## config.mk

```make
export PLATFORM = sky130hd
export DESIGN_NAME = rtc_calendar
export DESIGN_NICKNAME = d
export VERILOG_FILES = /design/src/rtl/rtc_pkg.sv /design/src/rtl/rtc_prescaler.sv /design/src/rtl/rtc_advance.sv /design/src/rtl/rtc_calendar.sv
export SDC_FILE = /design/constraint.sdc
export NUM_CORES = 1
export LEC_CHECK = 0
export BUFFER_PORTS_ARGS = -buffer_cell sky130_fd_sc_hd__buf_2
export CAP_MARGIN = 20
export CELL_PAD_IN_SITES_DETAIL_PLACEMENT = 1
export CELL_PAD_IN_SITES_GLOBAL_PLACEMENT = 1
export CORE_MARGIN = 4
export CORE_UTILIZATION = 43
export CTS_CLUSTER_SIZE = 30
export DETAILED_ROUTE_END_ITERATION = 16
export HOLD_SLACK_MARGIN = 0.15
export PLACE_DENSITY = 0.76
export SYNTH_ARGS = -nofsm -noshare
export SYNTH_HDL_FRONTEND = slang
export SYNTH_SLANG_ARGS = --single-unit
```

## constraint.sdc

```tcl
create_clock -name clk -period 2.29 [get_ports clk]
set_clock_uncertainty 0.05 [all_clocks]
set_input_delay 0.3435 -clock clk [delete_from_list [all_inputs] [get_ports clk]]
set_output_delay 0.3435 -clock clk [all_outputs]
set_load 0.03 [all_outputs]
```

## src/rtl/rtc_pkg.sv

```systemverilog
package rtc_pkg;

    localparam int ADDR_W = 4;
    localparam int DATA_W = 8;

    typedef enum logic [ADDR_W-1:0] {
        A_SUB     = 4'd0,
        A_SEC     = 4'd1,
        A_MIN     = 4'd2,
        A_HR      = 4'd3,
        A_DOW     = 4'd4,
        A_DATE    = 4'd5,
        A_MON     = 4'd6,
        A_YR      = 4'd7,
        A_ALM_MIN = 4'd8,
        A_ALM_HR  = 4'd9,
        A_CTRL    = 4'd10,
        A_UNLOCK  = 4'd11
    } reg_addr_e;

    typedef struct packed {
        logic [5:0] sec;
        logic [5:0] min;
        logic [4:0] hr;
        logic [2:0] dow;
        logic [4:0] date;
        logic [3:0] mon;
        logic [7:0] yr;
    } rtc_time_t;

    localparam rtc_time_t TIME_RESET = '{sec: 6'd0, min: 6'd0, hr: 5'd0,
                                         dow: 3'd1, date: 5'd1, mon: 4'd1, yr: 8'd0};

    // Last valid date of a month; leap rule is a plain divisible-by-four test.
    function automatic logic [4:0] month_last_day(input logic [3:0] mon, input logic [7:0] yr);
        case (mon)
            4'd2:                       return (yr[1:0] == 2'b00) ? 5'd29 : 5'd28;
            4'd4, 4'd6, 4'd9, 4'd11:    return 5'd30;
            default:                    return 5'd31;
        endcase
    endfunction

    function automatic logic is_time_field(input logic [ADDR_W-1:0] a);
        return (a >= A_SEC) && (a <= A_YR);
    endfunction

endpackage

```

## src/rtl/rtc_prescaler.sv

```systemverilog
module rtc_prescaler #(
    parameter  int TICKS_PER_STEP = 8,
    parameter  int STEPS_PER_SEC  = 128,
    localparam int SUB_W          = $clog2(STEPS_PER_SEC)
) (
    input  logic             clk,
    input  logic             rst_n,
    input  logic             tick,
    input  logic             restart,
    output logic [SUB_W-1:0] sub,
    output logic             sec_pulse
);
    localparam logic [SUB_W-1:0] SUB_TOP = SUB_W'(STEPS_PER_SEC - 1);

    logic             step;
    logic [SUB_W-1:0] sub_d, sub_q;

    generate
        if (TICKS_PER_STEP == 1) begin : g_nodiv
            assign step = tick;
        end else begin : g_div
            localparam int              DIV_W   = $clog2(TICKS_PER_STEP);
            localparam logic [DIV_W-1:0] DIV_TOP = DIV_W'(TICKS_PER_STEP - 1);
            logic [DIV_W-1:0] div_d, div_q;

            always_comb begin
                div_d = div_q;
                if (restart)   div_d = '0;
                else if (tick) div_d = (div_q == DIV_TOP) ? '0 : div_q + 1'b1;
            end

            always_ff @(posedge clk or negedge rst_n) begin
                if (!rst_n) div_q <= '0;
                else        div_q <= div_d;
            end

            assign step = tick && (div_q == DIV_TOP);
        end
    endgenerate

    always_comb begin
        sub_d = sub_q;
        if (restart)   sub_d = SUB_TOP;
        else if (step) sub_d = (sub_q == '0) ? SUB_TOP : sub_q - 1'b1;
    end

    always_ff @(posedge clk or negedge rst_n) begin
        if (!rst_n) sub_q <= SUB_TOP;
        else        sub_q <= sub_d;
    end

    assign sub       = sub_q;
    assign sec_pulse = step && (sub_q == '0) && !restart;
endmodule

```

## src/rtl/rtc_advance.sv

```systemverilog
module rtc_advance
    import rtc_pkg::*;
(
    input  rtc_time_t cur,
    output rtc_time_t nxt
);
    always_comb begin
        nxt = cur;
        if (cur.sec != 6'd59) begin
            nxt.sec = cur.sec + 6'd1;
        end else begin
            nxt.sec = 6'd0;
            if (cur.min != 6'd59) begin
                nxt.min = cur.min + 6'd1;
            end else begin
                nxt.min = 6'd0;
                if (cur.hr != 5'd23) begin
                    nxt.hr = cur.hr + 5'd1;
                end else begin
                    nxt.hr  = 5'd0;
                    nxt.dow = (cur.dow == 3'd7) ? 3'd1 : cur.dow + 3'd1;
                    if (cur.date < month_last_day(cur.mon, cur.yr)) begin
                        nxt.date = cur.date + 5'd1;
                    end else begin
                        nxt.date = 5'd1;
                        if (cur.mon != 4'd12) begin
                            nxt.mon = cur.mon + 4'd1;
                        end else begin
                            nxt.mon = 4'd1;
                            nxt.yr  = (cur.yr == 8'd99) ? 8'd0 : cur.yr + 8'd1;
                        end
                    end
                end
            end
        end
    end
endmodule

```

## src/rtl/rtc_calendar.sv

```systemverilog
module rtc_calendar
    import rtc_pkg::*;
#(
    parameter  int TICKS_PER_STEP = 8,
    parameter  int STEPS_PER_SEC  = 128,
    localparam int SUB_W          = $clog2(STEPS_PER_SEC)
) (
    input  logic              clk,
    input  logic              rst_n,
    input  logic              tick_1k,
    input  logic              wr_en,
    input  logic [ADDR_W-1:0] wr_addr,
    input  logic [DATA_W-1:0] wr_data,
    input  logic [ADDR_W-1:0] rd_addr,
    output logic [DATA_W-1:0] rd_data,
    output logic              alarm_irq
);
    typedef struct packed {
        rtc_time_t  live;
        rtc_time_t  shadow;
        logic [5:0] amin;
        logic [4:0] ahr;
        logic       freeze;
        logic       pending;
        logic       unlock;
        logic       match;
        logic       irq;
    } state_t;

    // match starts high so a target equal to the reset time does not pulse.
    localparam state_t ST_RESET = '{live: TIME_RESET, shadow: TIME_RESET,
                                    amin: 6'd0, ahr: 5'd0, freeze: 1'b0,
                                    pending: 1'b0, unlock: 1'b0, match: 1'b1, irq: 1'b0};

    state_t st_d, st_q;

    rtc_time_t        live_q, shadow_q, live_next, view;
    logic             freeze_q, pending_q, unlock_q;
    logic [SUB_W-1:0] sub;
    logic             sec_pulse, commit;

    assign live_q    = st_q.live;
    assign shadow_q  = st_q.shadow;
    assign freeze_q  = st_q.freeze;
    assign pending_q = st_q.pending;
    assign unlock_q  = st_q.unlock;
    assign commit    = pending_q && tick_1k;

    rtc_prescaler #(
        .TICKS_PER_STEP (TICKS_PER_STEP),
        .STEPS_PER_SEC  (STEPS_PER_SEC)
    ) u_presc (
        .clk       (clk),
        .rst_n     (rst_n),
        .tick      (tick_1k),
        .restart   (commit),
        .sub       (sub),
        .sec_pulse (sec_pulse)
    );

    rtc_advance u_adv (
        .cur (live_q),
        .nxt (live_next)
    );

    always_comb begin
        st_d = st_q;

        if (commit) begin
            st_d.live    = shadow_q;
            st_d.pending = 1'b0;
        end else if (sec_pulse) begin
            st_d.live = live_next;
        end

        if (!freeze_q && !pending_q) st_d.shadow = live_q;

        st_d.match = (live_q.min == st_q.amin) && (live_q.hr == st_q.ahr);
        st_d.irq   = st_d.match && !st_q.match;

        if (wr_en) begin
            st_d.unlock = (wr_addr == A_UNLOCK);
            if (unlock_q && freeze_q) begin
                case (wr_addr)
                    A_SEC:   st_d.shadow.sec  = wr_data[5:0];
                    A_MIN:   st_d.shadow.min  = wr_data[5:0];
                    A_HR:    st_d.shadow.hr   = wr_data[4:0];
                    A_DOW:   st_d.shadow.dow  = wr_data[2:0];
                    A_DATE:  st_d.shadow.date = wr_data[4:0];
                    A_MON:   st_d.shadow.mon  = wr_data[3:0];
                    A_YR:    st_d.shadow.yr   = wr_data;
                    default: ;
                endcase
            end
            case (wr_addr)
                A_ALM_MIN: st_d.amin = wr_data[5:0];
                A_ALM_HR:  st_d.ahr  = wr_data[4:0];
                A_CTRL: begin
                    if (wr_data[0]) begin
                        st_d.freeze  = 1'b1;
                        st_d.pending = 1'b0;
                    end else if (freeze_q) begin
                        st_d.freeze  = 1'b0;
                        st_d.pending = 1'b1;
                    end
                end
                default: ;
            endcase
        end
    end

    always_ff @(posedge clk or negedge rst_n) begin
        if (!rst_n) st_q <= ST_RESET;
        else        st_q <= st_d;
    end

    always_comb begin
        view    = (freeze_q || pending_q) ? shadow_q : live_q;
        rd_data = '0;
        case (rd_addr)
            A_SUB:     rd_data[SUB_W-1:0] = sub;
            A_SEC:     rd_data[5:0] = view.sec;
            A_MIN:     rd_data[5:0] = view.min;
            A_HR:      rd_data[4:0] = view.hr;
            A_DOW:     rd_data[2:0] = view.dow;
            A_DATE:    rd_data[4:0] = view.date;
            A_MON:     rd_data[3:0] = view.mon;
            A_YR:      rd_data      = view.yr;
            A_ALM_MIN: rd_data[5:0] = st_q.amin;
            A_ALM_HR:  rd_data[4:0] = st_q.ahr;
            A_CTRL:    rd_data[0]   = freeze_q || pending_q;
            default:   ;
        endcase
    end

    assign alarm_irq = st_q.irq;
endmodule

```

==> flow_metrics.env, run 1 <==
export IMPL_place_congestion=0.908
export IMPL_hold_class="input port to flip-flop"
export IMPL_grt_pass1_wl_um=35500
export IMPL_avgSynthCellArea_um2=9.11
export IMPL_internal_power_mw=4.53
export IMPL_die_area_mm2=0.0156
export IMPL_worstSetupPathType="flip-flop to output pin"
export IMPL_die_w_um=125
export IMPL_hold_start="wr_data[7]"
export IMPL_cp_required_ps=1900
export IMPL_ir_worst_vdd_mv=0.578
export IMPL_ios=29
export IMPL_synth_distinct_cells=61
export IMPL_cts_buffers=9
export IMPL_cts_tree="done"
export IMPL_antenna_found_initial=0
export IMPL_tightest_slew_ps=701
export IMPL_rr_worst_depth=8
export IMPL_slew_violations=0
export IMPL_setup_ws_ps=-541
export IMPL_synth_nets=681
export IMPL_p_sw_frac=0.359
export IMPL_area_growth_synth_to_final_pct=35.8
export IMPL_overflow=0
export IMPL_async_reset_ff_frac=1.00
export IMPL_grt_max_degree=49
export IMPL_place_port_buffers=28
export IMPL_yosys_most_used_dff="dfrtp_1"
export IMPL_finalSetupViolCount=14
export IMPL_slew_headroom=0.532
export IMPL_holdPathStages=3
export IMPL_p_switching_mw=2.54
export IMPL_cts_sinks=100
export IMPL_fin_crit_ps=2830
export IMPL_reg2reg_from="u_presc.g_div.div_q[1]$_DFFE_PN0P_"
export IMPL_htreeDepth=3
export IMPL_fill_cells=1459
export IMPL_startpoint_type="flip-flop"
export IMPL_ys_seq_area_frac=0.429
export IMPL_drt_iter0_markers=579
export IMPL_antenna_left=0
export IMPL_final_hold_viol_count=0
export IMPL_rows=42
export IMPL_drt_pre_antenna_iters=5
export IMPL_rr_endpoint="live_q[30]$_DFFE_PN0P_"
export IMPL_rrSetupSlack_ps=-70
export IMPL_wl_per_cell_um=26.0
export IMPL_final_util=0.600
export IMPL_critPathMostFrequentCell="buf_4"
export IMPL_hold_ws_ps=210
export IMPL_pwr_share_comb=0.414
export IMPL_synth_cells=645
export IMPL_crit_chain="nor2_4 -> buf_4 -> buf_12 -> buf_4 -> buf_12 -> mux2i_2 -> o22ai_1 -> a211oi_2 -> o31ai_2 -> buf_4"
export IMPL_critical_path_endpoint_type="output pin"
export IMPL_viasPerCell=6.44
export IMPL_grt_setup_unrepaired="yes"
export IMPL_vias=6021
export IMPL_critPathMaxFanout=5
export IMPL_hold_end="shadow_q[7]$_DFF_PN0_"
export IMPL_p_leak_nw=3.40
export IMPL_synth_edf_count=0
export IMPL_max_clock_path_buffers=2
export IMPL_post_dp_cell_area_mm2=0.00674
export IMPL_drive_above_1_share=0.320
export IMPL_power_density_mw_per_mm2=886
export IMPL_arrival_ps=2440
export IMPL_insertion_delay_ps=360
export IMPL_p_clk_frac=0.220
export IMPL_max_freq_mhz=353
export IMPL_first_global_vias=6316
export IMPL_violations="setup timing"
export IMPL_fin_nets=790
export IMPL_maxCapViolCount=0
export IMPL_wirelength_um=24300
export IMPL_slowest_delay_ps=410
export IMPL_yosys_warnings=0
export IMPL_slowest_stage="dfrtp_1"
export IMPL_p_total_mw=7.07
export IMPL_drc=0
export IMPL_ys_seq_elements=100
export IMPL_design_area_mm2=0.00798
export IMPL_core_area_mm2=0.0133
export IMPL_cts_root_buf="clkbuf_16"
export IMPL_timing_final_crit_share=1.24
export IMPL_power_frac_seq=0.366
export IMPL_hpwl_um=15000
export IMPL_cp_num_buf_inv=5
export IMPL_die_h_um=125
export IMPL_n_antenna_cell=0
export IMPL_path_clk_slew_ps=70
export IMPL_pre_cts_ws_ps=-178
export IMPL_netlist_area_mm2=0.00587
export IMPL_crit_family="buffers and inverters"
export IMPL_grtUsageTotal=0.290
export IMPL_outcome="finished with violations"
export IMPL_start_util=0.442
[per-stage QoR]
stage,TNS (ps),std cells
after global routing,-5070,935
after detailed placement,-1640,887
after floorplan,-236,645
after CTS,-2010,925
after global placement,-161,887
final,-3140,935
[area by class of cell]
class / count / area, µm² / share of cell area
inverters: 26 / 97.6 / 0.0122
clock buffers: 12 / 236 / 0.0296
multi-input cells: 483 / 3670 / 0.460
clock inverters: 4 / 51.3 / 0.00643
well taps: 176 / 220 / 0.0276
repair buffers: 134 / 1180 / 0.148
flip-flops and latches: 100 / 2520 / 0.316
[layout by cell type, fill, tap and decap left out, types with 4 or more instances in the layout]
cell type	synthesis	layout
a211oi_2	1	4
a221oi_1	4	4
a22oi_1	5	5
clkbuf_16	0	10
mux2i_2	0	10
a21oi_1	52	51
buf_12	0	7
nand2_1	42	41
xnor2_1	14	14
and3_1	10	10
a32oi_1	4	4
buf_6	0	11
dfrtp_1	86	86
mux2i_4	0	15
nor2_1	88	86
and2_1	6	6
ha_1	16	10
buf_2	7	19
nor3_1	13	12
o211ai_1	5	5
nor2b_1	10	10
nand2b_1	6	5
ha_4	0	4
o21ai_1	1	5
inv_1	26	25
o21a_1	4	4
nand3_1	22	22
mux2i_1	48	23
o22ai_1	15	13
mux2_2	13	12
dfstp_2	14	14
buf_4	0	90
nand4_1	7	7
o21ai_0	22	18
a31oi_1	12	10
nor4_1	5	4
[metal layers]
layer	vias to the layer above	track usage	share of wire
met2	253	0.521	0.52
li1	2570	-	-
met1	3102	0.340	0.38
met5	-	0	0
met3	96	0.0545	0.054
met4	0	0.117	0.047
[synth_stat cells, types with 4 or more instances]
master | count | share of area
a221oi_1 | 4 | 0.0060
inv_1 | 26 | 0.017
a21oi_1 | 52 | 0.044
nor4_1 | 5 | 0.0053
mux2i_1 | 48 | 0.082
and3_1 | 10 | 0.011
buf_2 | 7 | 0.0060
clkbuf_1 | 21 | 0.013
dfrtp_1 | 86 | 0.37
o21a_1 | 4 | 0.0051
nand2b_1 | 6 | 0.0064
ha_1 | 16 | 0.034
a31oi_1 | 12 | 0.013
buf_1 | 8 | 0.0051
nand4_1 | 7 | 0.0075
dfstp_2 | 14 | 0.063
o211ai_1 | 5 | 0.0064
nor3_1 | 13 | 0.011
xnor2_1 | 14 | 0.021
or4_1 | 5 | 0.0064
o22ai_1 | 15 | 0.016
o21ai_0 | 22 | 0.019
nand2_1 | 42 | 0.027
a32oi_1 | 4 | 0.0060
nor2_1 | 88 | 0.056
mux2_2 | 13 | 0.025
nand3_1 | 22 | 0.019
and2_1 | 6 | 0.0064
nor2b_1 | 10 | 0.011
a22oi_1 | 5 | 0.0064
[worst max path at each step]
stage                                 from               endpoint  depth (start not counted)
floorplan           live_q[25]$_DFFE_PN0P_  live_q[6]$_DFFE_PN0P_                          8
global route           pending_q$_DFF_PN0_             rd_data[3]                          9
global placement     live_q[8]$_DFFE_PN1P_  live_q[5]$_DFFE_PN0P_                         10
detailed placement   live_q[8]$_DFFE_PN1P_  live_q[6]$_DFFE_PN0P_                         10
finish                 pending_q$_DFF_PN0_             rd_data[3]                         10
CTS                   freeze_q$_DFFE_PN0P_             rd_data[4]                          9
[cell families after synthesis]
group | share of synthesized area
buffers and inverters | 0.0411
AOI/OAI and AO/OA | 0.182
and+or+nand+nor | 0.185
muxes | 0.107
DFF | 0.429
adders and majority gates | 0.0341
xor gates and xnor gates | 0.0224
[power by group through the flow]
stage / Combinational, mW / Clock [mW] / Sequential, mW
floorplan: 1.19 / 0 / 2.47
global placement: 1.97 / 0 / 2.51
detailed placement: 2.08 / 0 / 2.54
CTS: 2.54 / 1.57 / 2.53
global route: 3.08 / 1.66 / 2.61
finish: 2.93 / 1.55 / 2.59
[registers in the layout, summed over array words and instances, names as in the netlist]
name,cells
alarm_irq,1
shadow_q,37
freeze_q,1
pending_q,1
unlock_q,1
u_presc.g_div.div_q,3
live_q,37
st_q,12
u_presc.sub,7
[worst register-to-register path: stages (launching register included)]
cell,delay [ps]
dfrtp_1,370
ha_2,210
ha_4,130
and4b_1,230
nand4_1,210
buf_6,210
buf_8,120
or4_1,530
a31oi_1,220
[timing repair]
action,in CTS,in global routing
pin swaps,18,28
setup buffers,18,10
endpoints found under the setup margin,23,31
resized for setup,68,55
hold buffers,1,0
cloned,3,2
hold endpoints to repair,23,0
Power figures use the tool's default switching activity.
==> run 2: changes to the inputs <==
--- a/config.mk
+++ b/config.mk
@@ -5,16 +5,18 @@
 export SDC_FILE = /design/constraint.sdc
 export NUM_CORES = 1
 export LEC_CHECK = 0
+export ABC_AREA = 1
 export BUFFER_PORTS_ARGS = -buffer_cell sky130_fd_sc_hd__buf_2
 export CAP_MARGIN = 20
 export CELL_PAD_IN_SITES_DETAIL_PLACEMENT = 1
 export CELL_PAD_IN_SITES_GLOBAL_PLACEMENT = 1
 export CORE_MARGIN = 4
-export CORE_UTILIZATION = 43
+export CORE_UTILIZATION = 41
 export CTS_CLUSTER_SIZE = 30
 export DETAILED_ROUTE_END_ITERATION = 16
 export HOLD_SLACK_MARGIN = 0.15
 export PLACE_DENSITY = 0.76
+export SKIP_CTS_REPAIR_TIMING = 1
 export SYNTH_ARGS = -nofsm -noshare
 export SYNTH_HDL_FRONTEND = slang
 export SYNTH_SLANG_ARGS = --single-unit
==> run 2 against run 1 <==
Effect of this change:
- the flow still finishes with violations (setup timing)
- worst hold slack lost 27 ps
- global-route usage shrank 5.1 points
- critical path depth shrank 2
- core utilization shrank 10 points
- area after synthesis grew 3.8%
- sequential power shrank 8.1%
- critical path type unchanged
- highest routed layer unchanged
==> flow_metrics.env, run 2 <==
export IMPL_crit_chain="nor2_4 -> buf_4 -> buf_6 -> clkbuf_16 -> a21oi_2 -> a32oi_2 -> nand4_1 -> buf_6"
export IMPL_timing_final_crit_share=1.06
export IMPL_rrSetupSlack_ps=120
export IMPL_htreeDepth=3
export IMPL_p_total_mw=5.56
export IMPL_final_hold_viol_count=0
export IMPL_grt_pass1_wl_um=31500
export IMPL_crit_path_end="rd_data[5]"
export IMPL_setup_tns_ps=-510
export IMPL_worstSetupPathType="flip-flop to output pin"
export IMPL_wl_per_cell_um=19.4
export IMPL_outcome="finished with violations"
export IMPL_hpwl_um=14700
export IMPL_netlist_area_mm2=0.00610
export IMPL_yosys_area_top_type="dfrtp_1"
export IMPL_grt_max_degree=39
export IMPL_crit_start="pending_q$_DFF_PN0_"
export IMPL_n_antenna_cell=0
export IMPL_max_freq_mhz=414
export IMPL_critPathMostFrequentCell="buf_6"
export IMPL_rr_worst_depth=12
export IMPL_final_common_cell="nand2_1"
export IMPL_synth_nets=857
export IMPL_vias=5864
export IMPL_reg2reg_from="live_q[8]$_DFFE_PN1P_"
export IMPL_violations="setup timing"
export IMPL_power_density_mw_per_mm2=769
export IMPL_place_port_buffers=28
export IMPL_die_w_um=130
export IMPL_arrival_ps=2020
export IMPL_die_h_um=130
export IMPL_yosys_warnings=0
export IMPL_layout_common_cells="nand2_1 (215), inv_1 (85), dfrtp_1 (85), o21ai_0 (80), nor2_1 (75)"
export IMPL_ys_seq_elements=100
export IMPL_cts_buffers=9
export IMPL_area_growth_synth_to_final_pct=18.4
export IMPL_yosysMostFrequentCell="nand2_1"
export IMPL_first_global_vias=5902
export IMPL_startpoint_type="flip-flop"
export IMPL_finalSetupViolCount=7
export IMPL_viasPerCell=5.54
export IMPL_grt_setup_unrepaired="yes"
export IMPL_drt_iter0_markers=418
export IMPL_hold_class="input port to flip-flop"
export IMPL_critical_path_endpoint_type="output pin"
export IMPL_synth_top_area_frac=0.353
export IMPL_synthTopCellsByArea="dfrtp_1 (35%), nand2_1 (13%), o21ai_0 (8.3%)"
export IMPL_tightest_slew_ps=551
export IMPL_setup_ws_ps=-126
export IMPL_antenna_found_initial=0
export IMPL_path_clk_slew_ps=70
export IMPL_synth_distinct_cells=51
export IMPL_cp_required_ps=1900
export IMPL_fin_nets=905
export IMPL_rows=44
export IMPL_synth_cells=821
export IMPL_start_util=0.420
export IMPL_drive_above_1_share=0.174
export IMPL_rr_endpoint="live_q[11]$_DFFE_PN0P_"
export IMPL_insertion_delay_ps=360
export IMPL_wirelength_um=20500
export IMPL_max_clock_path_buffers=2
export IMPL_fin_cells=1058
export IMPL_slew_violations=0
export IMPL_placed_cells=1026
export IMPL_p_leak_nw=3.46
export IMPL_hold_start="wr_data[3]"
export IMPL_grtUsageTotal=0.239
export IMPL_drt_pre_antenna_iters=4
export IMPL_fin_crit_ps=2420
export IMPL_cts_root_buf="clkbuf_16"
export IMPL_cts_tree="done"
export IMPL_slew_headroom=0.632
export IMPL_place_congestion=0.898
export IMPL_drc=0
export IMPL_core_area_mm2=0.0145
export IMPL_antenna_left=0
export IMPL_holdPathStages=3
export IMPL_ios=29
export IMPL_slowest_delay_ps=410
export IMPL_async_reset_ff_frac=1.00
export IMPL_slowest_stage="dfrtp_1"
export IMPL_critPathMaxFanout=8
export IMPL_avgSynthCellArea_um2=7.43
export IMPL_ys_seq_area_frac=0.413
export IMPL_cts_sinks=100
export IMPL_overflow=0
export IMPL_hold_ws_ps=183
export IMPL_ir_worst_vdd_mv=0.353
export IMPL_yosys_most_used_dff="dfrtp_1"
export IMPL_maxCapViolCount=0
export IMPL_die_area_mm2=0.0169
export IMPL_synth_commonest_cells="nand2_1 (219), o21ai_0 (101), dfrtp_1 (86), inv_1 (86), nor2_1 (76)"
export IMPL_synth_edf_count=0
[run 2: cell types whose count changed after synthesis, sizes merged, moves of 10 or more]
cell,change
inv,+62
mux2i,-46
nor2b,-10
xor2,+14
a21oi,-18
nand2,+186
mux2,-12
and3,-10
nand3,+27
clkbuf,-12
o21ai,+83
nand4,+12
a31oi,-10
[run 2: worst min path at each step]
stage and endpoint:
2_1_floorplan alarm_irq$_DFF_PN0_, 3_3_place_gp live_q[19]$_DFFE_PN0P_, 3_5_place_dp live_q[19]$_DFFE_PN0P_, 5_1_grt st_q[8]$_DFFE_PN0P_, 4_1_cts shadow_q[33]$_DFF_PN0_, 6_report st_q[8]$_DFFE_PN0P_
[run 2: cell type report]
class                           instances  area, µm²
Timing Repair Buffer                   63        566
Multi-Input combinational cell        607       3270
Clock buffer                           13        260
Tap cell                              184        230
Clock inverter                          3       45.0
Sequential cell                       100       2520
Fill cell                            1839       7310
Inverter                               88        330
[run 2: metal layers]
layer | up-vias | GRT usage | part of all wire
met5 | - | 0 | 0
li1 | 2797 | - | -
met1 | 2920 | 0.334 | 0.46
met3 | 30 | 0.0262 | 0.035
met2 | 117 | 0.388 | 0.48
met4 | 0 | 0.0831 | 0.023
[run 2: power by group]
part	switching (mW)	leakage, nW	internal [mW]
logic	0.939	2.10	0.613
registers	0.258	1.21	2.13
clock network	0.710	0.142	0.910
total	1.91	3.46	3.65
[run 2: worst max-delay path, delay by kind of cell, from the launching register on]
family | cells | cell delay, ps
simple gates | 2 | 370
compound gates | 2 | 290
buf+inv | 4 | 600
flops | 1 | 410
[run 2: per-stage QoR]
stage	cell area, µm²	utilization	worst slack, ps
after floorplan	6100	-	174
after global placement	6510	0.448	45.6
after detailed placement	6510	0.448	-111
after CTS	6810	0.469	-317
after global routing	7220	0.497	-171
final	7220	0.497	-126
[run 2: cells by family after synthesis]
group                      Yosys count  synth area share
muxes                                3           0.00513
and+or+nand+nor                    399             0.289
DFF                                100             0.413
buffers and inverters              114            0.0786
xor gates and xnor gates            21            0.0302
AOI/OAI and AO/OA                  168             0.151
adders and majority gates           16            0.0328
